$ cat src/rtl/dcd_pkg.sv
package dcd_pkg;

  localparam int BYTE_W = 8;
  localparam int NEED_W = 4;

  typedef enum logic [2:0] {
    K_COLWIN,
    K_ROWWIN,
    K_REMAP,
    K_DROP,
    K_SKIP,
    K_BAD
  } op_kind_e;

  // Classify an opcode byte.
  function automatic op_kind_e kind_of(input logic [BYTE_W-1:0] op);
    op_kind_e k;
    case (op)
      8'h15: k = K_COLWIN;
      8'h75: k = K_ROWWIN;
      8'hA0: k = K_REMAP;
      8'h81, 8'h84, 8'h85, 8'h86,
      8'hA1, 8'hA2, 8'hA4, 8'hA5, 8'hA6, 8'hA7, 8'hA8,
      8'hAD, 8'hAE, 8'hAF,
      8'hB1, 8'hB2, 8'hB3, 8'hB8, 8'hBC, 8'hBE, 8'hBF,
      8'hE3: k = K_DROP;
      8'hFF: k = K_SKIP;
      default: k = K_BAD;
    endcase
    return k;
  endfunction

  // Argument bytes that follow an opcode.
  function automatic logic [NEED_W-1:0] args_of(input logic [BYTE_W-1:0] op);
    logic [NEED_W-1:0] n;
    case (op)
      8'h15, 8'h75: n = 4'd2;
      8'hA0, 8'h81, 8'hA1, 8'hA2, 8'hA8, 8'hAD,
      8'hB1, 8'hB2, 8'hB3, 8'hBC, 8'hBE, 8'hBF: n = 4'd1;
      8'hB8: n = 4'd8;
      default: n = 4'd0;
    endcase
    return n;
  endfunction

endpackage

$ cat src/rtl/dcd_router.sv
module dcd_router
  import dcd_pkg::*;
(
  input  logic              clk,
  input  logic              rst_n,
  input  logic              in_vld,
  input  logic [BYTE_W-1:0] in_byte,
  input  logic              in_dc,
  output logic              cmd_vld_o,
  output logic [BYTE_W-1:0] cmd_byte_o,
  output logic              pix_vld_o,
  output logic [BYTE_W-1:0] pix_byte_o
);

  logic pix_take;

  assign pix_take   = in_vld && in_dc;
  assign cmd_vld_o  = in_vld && !in_dc;
  assign cmd_byte_o = in_byte;

  always_ff @(posedge clk) begin
    if (!rst_n) begin
      pix_vld_o  <= 1'b0;
      pix_byte_o <= '0;
    end else begin
      pix_vld_o <= pix_take;
      if (pix_take) pix_byte_o <= in_byte;
    end
  end

  AST_PIX_FORWARD: assert property (@(posedge clk) disable iff (!rst_n)
    (in_vld && in_dc) |=> (pix_vld_o && pix_byte_o == $past(in_byte)));
  AST_PIX_QUIET: assert property (@(posedge clk) disable iff (!rst_n)
    !(in_vld && in_dc) |=> !pix_vld_o);

endmodule

$ cat src/rtl/dcd_arg_collect.sv
module dcd_arg_collect
  import dcd_pkg::*;
#(
  parameter int ARG_DEPTH = 8
) (
  input  logic              clk,
  input  logic              rst_n,
  input  logic              cmd_vld,
  input  logic [BYTE_W-1:0] cmd_byte,
  output logic              done_o,
  output logic              bad_o,
  output op_kind_e          kind_o,
  output logic [BYTE_W-1:0] arg_first_o,
  output logic [BYTE_W-1:0] arg_last_o,
  output logic              busy_o
);

  localparam int CW = $clog2(ARG_DEPTH + 1);

  logic              busy_q;
  op_kind_e          kind_q;
  logic [CW-1:0]     need_q;
  logic [CW-1:0]     cnt_q;
  logic [CW-1:0]     cnt_inc;
  logic [BYTE_W-1:0] argbuf [ARG_DEPTH];

  op_kind_e          byte_kind;
  logic [CW-1:0]     byte_need;
  logic              take_op;
  logic              take_arg;
  logic              arg_final;

  assign byte_kind = kind_of(cmd_byte);
  assign byte_need = CW'(args_of(cmd_byte));
  assign take_op   = cmd_vld && !busy_q;
  assign take_arg  = cmd_vld && busy_q;
  assign cnt_inc   = cnt_q + 1'b1;
  assign arg_final = take_arg && (cnt_inc == need_q);

  // Completion and error events, brought out for the executor.
  always_comb begin
    done_o      = 1'b0;
    bad_o       = 1'b0;
    kind_o      = K_DROP;
    arg_first_o = argbuf[0];
    arg_last_o  = cmd_byte;
    if (take_op) begin
      if (byte_kind == K_BAD) begin
        bad_o = 1'b1;
      end else if (byte_kind != K_SKIP && byte_need == '0) begin
        done_o = 1'b1;
        kind_o = byte_kind;
      end
    end else if (arg_final) begin
      done_o = 1'b1;
      kind_o = kind_q;
      if (cnt_q == '0) arg_first_o = cmd_byte;
    end
  end

  always_ff @(posedge clk) begin
    if (!rst_n) begin
      busy_q <= 1'b0;
      kind_q <= K_DROP;
      need_q <= '0;
      cnt_q  <= '0;
    end else if (take_op) begin
      cnt_q <= '0;
      if (byte_kind != K_BAD && byte_kind != K_SKIP && byte_need != '0) begin
        busy_q <= 1'b1;
        kind_q <= byte_kind;
        need_q <= byte_need;
      end
    end else if (take_arg) begin
      if (arg_final) begin
        busy_q <= 1'b0;
        cnt_q  <= '0;
      end else begin
        cnt_q <= cnt_inc;
      end
    end
  end

  for (genvar i = 0; i < ARG_DEPTH; i++) begin : g_buf
    always_ff @(posedge clk) begin
      if (!rst_n) argbuf[i] <= '0;
      else if (take_arg && cnt_q == CW'(i)) argbuf[i] <= cmd_byte;
    end
  end

  assign busy_o = busy_q;

  AST_CNT_IN_RANGE: assert property (@(posedge clk) disable iff (!rst_n)
    busy_q |-> (cnt_q < need_q));
  AST_DATA_HOLDS_PARSE: assert property (@(posedge clk) disable iff (!rst_n)
    !cmd_vld |=> ($stable(busy_q) && $stable(cnt_q)));
  AST_NO_ERR_ON_ARG: assert property (@(posedge clk) disable iff (!rst_n)
    busy_q |-> !bad_o);

endmodule

$ cat src/rtl/dcd_exec.sv
module dcd_exec
  import dcd_pkg::*;
(
  input  logic              clk,
  input  logic              rst_n,
  input  logic              done_i,
  input  logic              bad_i,
  input  op_kind_e          kind_i,
  input  logic [BYTE_W-1:0] arg_first_i,
  input  logic [BYTE_W-1:0] arg_last_i,
  output logic              col_stb_o,
  output logic              row_stb_o,
  output logic [BYTE_W-1:0] win_first_o,
  output logic [BYTE_W-1:0] win_last_o,
  output logic              remap_stb_o,
  output logic [BYTE_W-1:0] remap_val_o,
  output logic              err_o
);

  logic fire_col, fire_row, fire_remap;

  assign fire_col   = done_i && kind_i == K_COLWIN;
  assign fire_row   = done_i && kind_i == K_ROWWIN;
  assign fire_remap = done_i && kind_i == K_REMAP;

  always_ff @(posedge clk) begin
    if (!rst_n) begin
      col_stb_o   <= 1'b0;
      row_stb_o   <= 1'b0;
      remap_stb_o <= 1'b0;
      err_o       <= 1'b0;
      win_first_o <= '0;
      win_last_o  <= '0;
      remap_val_o <= '0;
    end else begin
      col_stb_o   <= fire_col;
      row_stb_o   <= fire_row;
      remap_stb_o <= fire_remap;
      err_o       <= bad_i;
      if (fire_col || fire_row) begin
        win_first_o <= arg_first_i;
        win_last_o  <= arg_last_i;
      end
      if (fire_remap) remap_val_o <= arg_last_i;
    end
  end

  AST_ONE_STROBE: assert property (@(posedge clk) disable iff (!rst_n)
    $onehot0({col_stb_o, row_stb_o, remap_stb_o, err_o}));
  AST_ERR_FROM_BAD: assert property (@(posedge clk) disable iff (!rst_n)
    err_o |-> $past(bad_i));
  AST_WIN_HELD: assert property (@(posedge clk) disable iff (!rst_n)
    !(fire_col || fire_row) |=> ($stable(win_first_o) && $stable(win_last_o)));

endmodule

$ cat src/rtl/dispctl_cmd_decoder.sv
module dispctl_cmd_decoder
  import dcd_pkg::*;
#(
  parameter int ARG_DEPTH = 8
) (
  input  logic       clk,
  input  logic       rst_n,
  input  logic       in_vld,
  input  logic [7:0] in_byte,
  input  logic       in_dc,
  output logic       pix_vld,
  output logic [7:0] pix_byte,
  output logic       col_stb,
  output logic       row_stb,
  output logic [7:0] win_first,
  output logic [7:0] win_last,
  output logic       remap_stb,
  output logic [7:0] remap_val,
  output logic       err_pulse
);

  logic              cmd_vld;
  logic [BYTE_W-1:0] cmd_byte;
  logic              cmd_done;
  logic              cmd_bad;
  op_kind_e          cmd_kind;
  logic [BYTE_W-1:0] cmd_arg_first;
  logic [BYTE_W-1:0] cmd_arg_last;
  logic              parse_busy;

  dcd_router u_router (
    .clk        (clk),
    .rst_n      (rst_n),
    .in_vld     (in_vld),
    .in_byte    (in_byte),
    .in_dc      (in_dc),
    .cmd_vld_o  (cmd_vld),
    .cmd_byte_o (cmd_byte),
    .pix_vld_o  (pix_vld),
    .pix_byte_o (pix_byte)
  );

  dcd_arg_collect #(.ARG_DEPTH(ARG_DEPTH)) u_collect (
    .clk         (clk),
    .rst_n       (rst_n),
    .cmd_vld     (cmd_vld),
    .cmd_byte    (cmd_byte),
    .done_o      (cmd_done),
    .bad_o       (cmd_bad),
    .kind_o      (cmd_kind),
    .arg_first_o (cmd_arg_first),
    .arg_last_o  (cmd_arg_last),
    .busy_o      (parse_busy)
  );

  dcd_exec u_exec (
    .clk         (clk),
    .rst_n       (rst_n),
    .done_i      (cmd_done),
    .bad_i       (cmd_bad),
    .kind_i      (cmd_kind),
    .arg_first_i (cmd_arg_first),
    .arg_last_i  (cmd_arg_last),
    .col_stb_o   (col_stb),
    .row_stb_o   (row_stb),
    .win_first_o (win_first),
    .win_last_o  (win_last),
    .remap_stb_o (remap_stb),
    .remap_val_o (remap_val),
    .err_o       (err_pulse)
  );

  AST_SKIP_SILENT: assert property (@(posedge clk) disable iff (!rst_n)
    (in_vld && !in_dc && !parse_busy && in_byte == 8'hFF)
      |=> !(err_pulse || col_stb || row_stb || remap_stb));
  AST_BAD_ONE_CYCLE: assert property (@(posedge clk) disable iff (!rst_n)
    (err_pulse && !$past(cmd_bad, 2)) |=> (!err_pulse || $past(cmd_bad)));

endmodule

$ cat config.mk
export PLATFORM = sky130hd
export DESIGN_NAME = dispctl_cmd_decoder
export DESIGN_NICKNAME = d
export VERILOG_FILES = /design/src/rtl/dcd_pkg.sv /design/src/rtl/dcd_router.sv /design/src/rtl/dcd_arg_collect.sv /design/src/rtl/dcd_exec.sv /design/src/rtl/dispctl_cmd_decoder.sv
export SDC_FILE = /design/constraint.sdc
export NUM_CORES = 1
export LEC_CHECK = 0
export ABC_AREA = 1
export BUFFER_PORTS_ARGS = -buffer_cell sky130_fd_sc_hd__buf_2
export CORE_MARGIN = 1.5
export CORE_UTILIZATION = 60
export CTS_CLUSTER_DIAMETER = 150
export DETAILED_ROUTE_END_ITERATION = 6
export PLACE_DENSITY = 0.87
export SYNTH_ARGS = -nofsm -noshare
export SYNTH_HDL_FRONTEND = slang
export SYNTH_SLANG_ARGS = --single-unit
$ cat constraint.sdc
create_clock -name clk -period 3.9 [get_ports clk]
set_input_delay 1.17 -clock clk [delete_from_list [all_inputs] [get_ports clk]]
set_output_delay 1.17 -clock clk [all_outputs]
set_load 0.03 [all_outputs]
==> run_results.csv <==
group,metric,value,unit
global_route,grt_pass1_wl,10.5,mm
global_route,first_global_vias,2426,
sta,final-max-slew-violation-count,0,
yosys,synth_ff_type,"dfxtp_1",
yosys,yosys.area.top_type_share,0.340,
finish,syn_to_final_growth,11.6,%
pwr,power_density,322,nW/um^2
yosys,yosysUniqueCellTypes,33,
yosys,post_synth.cell_area_avg,6.70,sq um
yosys,syn_nets,436,
drt,drc,1,
floorplanning,die-area,5130,sq um
hold_path,hp-class,"register to register",
floorplanning,rows,24,
clocking,cts_buffer_depth,2,
placed_design,port_buffers,48,
finish,layout.nets,480,
sta,min_period_over_period,0.599,
finish,multi_input_area,1330,sq um
critical_path,cp_slowest_stage_delay,0.22,ns
clocking,cts.repair.resized,0,
clocking,cts_buffers,5,
clocking,cts_sinks,56,
yosys,post_synth_instance_area,2830,sq um
sta,tns,0,ns
drt,antenna_left,0,
floorplanning,start_util,0.636,
sta,finClkSkew,0.00722,ns
global_route,grt_overflow_total,0,
global_route,antenna_found_initial,0,
yosys,yosys_warnings,0,
finish,drive_above_1_share,0.165,
critical_path,start_kind,"input port",
global_route,grt_max_degree,40,
yosys,synth_area_leaders,"dfxtp_1 (34%), nand2_1 (18%), nor2_1 (11%)",
clocking,cts_setup_buffers,0,
yosys,netlist_top_cells_count,"nand2_1 (133), nor2_1 (84), inv_1 (50)",
yosys,synth_top_cell_by_area,"dfxtp_1",
yosys,synth_most_common_cell,"nand2_1",
drt,wire_per_inst,11.8,um
critical_path,crit_chain,"buf_2 -> inv_1 -> nand2_2 -> nor2_8 -> nand2_2 -> nor2_4 -> nand2_4 -> inv_6 -> nand3_4 -> nand2_1 -> nand2_1 -> nor2_1",
sta,setup_viol_count_final,0,
floorplanning,core-area,4440,sq um
sta,worst_pin_slew,0.687,ns
critical_path,r2r_start,"u_collect.cnt_q[0]",
sta,fmax,428,MHz
finish,n_antenna_cell,0,
yosys,synthCells,422,
sta,slew_headroom,0.542,
global_route,track_usage,0.255,
critical_path,cp_top_family,"simple AND/OR/NAND/NOR gates",
finish,fin_cells,519,
finish,final_util,0.709,
critical_path,cp_slowest_cell,"nand3_4",
drt,via_count,2648,
critical_path,worstSetupPathType,"input port to register",
floorplanning,pin_count,49,
critical_path,cp-end-kind,"register",
yosys,ys_async_sr_fraction,0,
run_status,failed_checks,"design-rule violations",
clocking,h-tree-depth,2,
floorplanning,die_w,71.6,um
critical_path,critPathRequiredTime,4.16,ns
clocking,clkTransAtPathRegs,0.11,ns
sta,rsz0062_at_grt,"false",
yosys,ys_seq_elements,56,
finish,register_area,1200,sq um
drt,dr.first_iter.drc_count,166,
pwr,peakVddDrop,0.212,mV
pwr,leakagePower,1.67,nW
critical_path,cp-startpoint,"in_dc",
drt,first_pass_iters,6,
yosys,seq_area_frac_synth,0.425,
clocking,clk_latency,0.32,ns
hold_path,worstHoldStart,"u_collect.need_q[0]",
placed_design,dpl.cell_count,511,
sta,min_period,2.34,ns
placed_design,dp_hpwl,4.40,mm
sta,hold_viol_final,0,
clocking,cts_tree,"done",
yosys,synth_edf_count,8,
finish,num-fill-cells,384,
drt,vias_per_cell,5.10,
critical_path,path_max_fanout,24,
run_status,status,"finished, violations left",
drt,wl,6.12,mm
critical_path,timing.critical_path.buf_inv,3,
job,max-cap-violations,0,
clocking,cts_hold_buf,0,
critical_path,critPathArrivalTime,2.60,ns
floorplanning,die_h,71.6,um
clocking,root_buffer,"clkbuf_8",
placed_design,place_congestion,0.900,
-- cell families after synthesis --
| kind of cell | Yosys count | share of synthesized area |
|---|---|---|
| and+or+nand+nor | 256 | 0.389 |
| xor gates and xnor gates | 1 | 0.00310 |
| buffers and inverters | 68 | 0.104 |
| AOI/OAI and AO/OA | 39 | 0.0708 |
| DFF | 56 | 0.425 |
| adders and majority gates | 2 | 0.00885 |
-- sequential cells by signal, indices dropped and copies added, names as in the netlist --
signal	count
u_exec.col_stb_o	1
u_router.pix_vld_o	1
u_router.pix_byte_o	8
u_collect.cnt_q	4
u_collect.busy_o	1
u_collect.kind_q	3
u_exec.win_last_o	8
u_exec.err_o	1
u_collect.argbuf	8
u_exec.remap_stb_o	1
u_collect.need_q	3
u_exec.win_first_o	8
u_exec.remap_val_o	8
u_exec.row_stb_o	1
-- cells in the final DEF (no fill, tap or decap), types with 2 or more instances in the layout --
| cell type | n |
|---|---|
| a21oi_1 | 18 |
| buf_2 | 48 |
| clkbuf_8 | 5 |
| dfxtp_1 | 48 |
| edfxtp_1 | 8 |
| ha_1 | 2 |
| inv_1 | 50 |
| inv_2 | 4 |
| nand2_1 | 133 |
| nand2_2 | 5 |
| nand2_4 | 2 |
| nand3_1 | 13 |
| nand3_2 | 2 |
| nand4_1 | 4 |
| nor2_1 | 84 |
| nor2_4 | 2 |
| nor3_1 | 4 |
| o21ai_0 | 19 |
-- worst register-to-register path, delay by kind of cell, from the launching register on --
family	cells	cell delay [ns]
simple gates	8	1.01
flops	1	0.50
buf+inv	3	0.26
fa+ha+maj	1	0.32
-- layout make-up --
type | instances | share of cell area
Multi-Input combinational cell | 298 | 0.423
Clock inverter | 3 | 0.00714
Inverter | 56 | 0.0683
Clock buffer | 5 | 0.0218
Tap cell | 52 | 0.0206
Sequential cell | 56 | 0.381
Timing Repair Buffer | 49 | 0.0786
-- power breakdown --
part / switching [mW] / leakage (nW) / internal [mW]
combinational: 0.0674 / 1.16 / 0.0230
clock: 0.198 / 0.0447 / 0.128
sequential: 0.00478 / 0.471 / 0.594
-- per-layer routing --
metal	vias up	routed length [um]	track usage
met5	-	0	0
met3	10	358	0.0436
li1	1376	-	-
met1	1179	2740	0.329
met2	83	2900	0.430
met4	0	114	0.0943
-- per-stage QoR --
step           worst slack, ns  total power, mW  cell area [sq um]  hold slack, ns
2_1_floorplan             1.39            0.672               2830           0.442
3_3_place_gp              1.30            0.699               3060           0.457
3_5_place_dp              1.22            0.701               3060           0.463
4_1_cts                   1.53             1.02               3150           0.485
5_1_grt                   1.31             1.05               3150           0.505
6_report                  1.56             1.02               3150           0.483
-- worst paths after layout --
path,to,slack (ns),depth (start not counted)
max,u_exec.win_last_o[5],1.56,12
min,u_collect.need_q[0],0.48,2
max reg2reg,u_exec.win_last_o[5],1.76,12
min reg2reg,u_collect.need_q[0],0.48,2
Power figures use the tool's default switching activity.
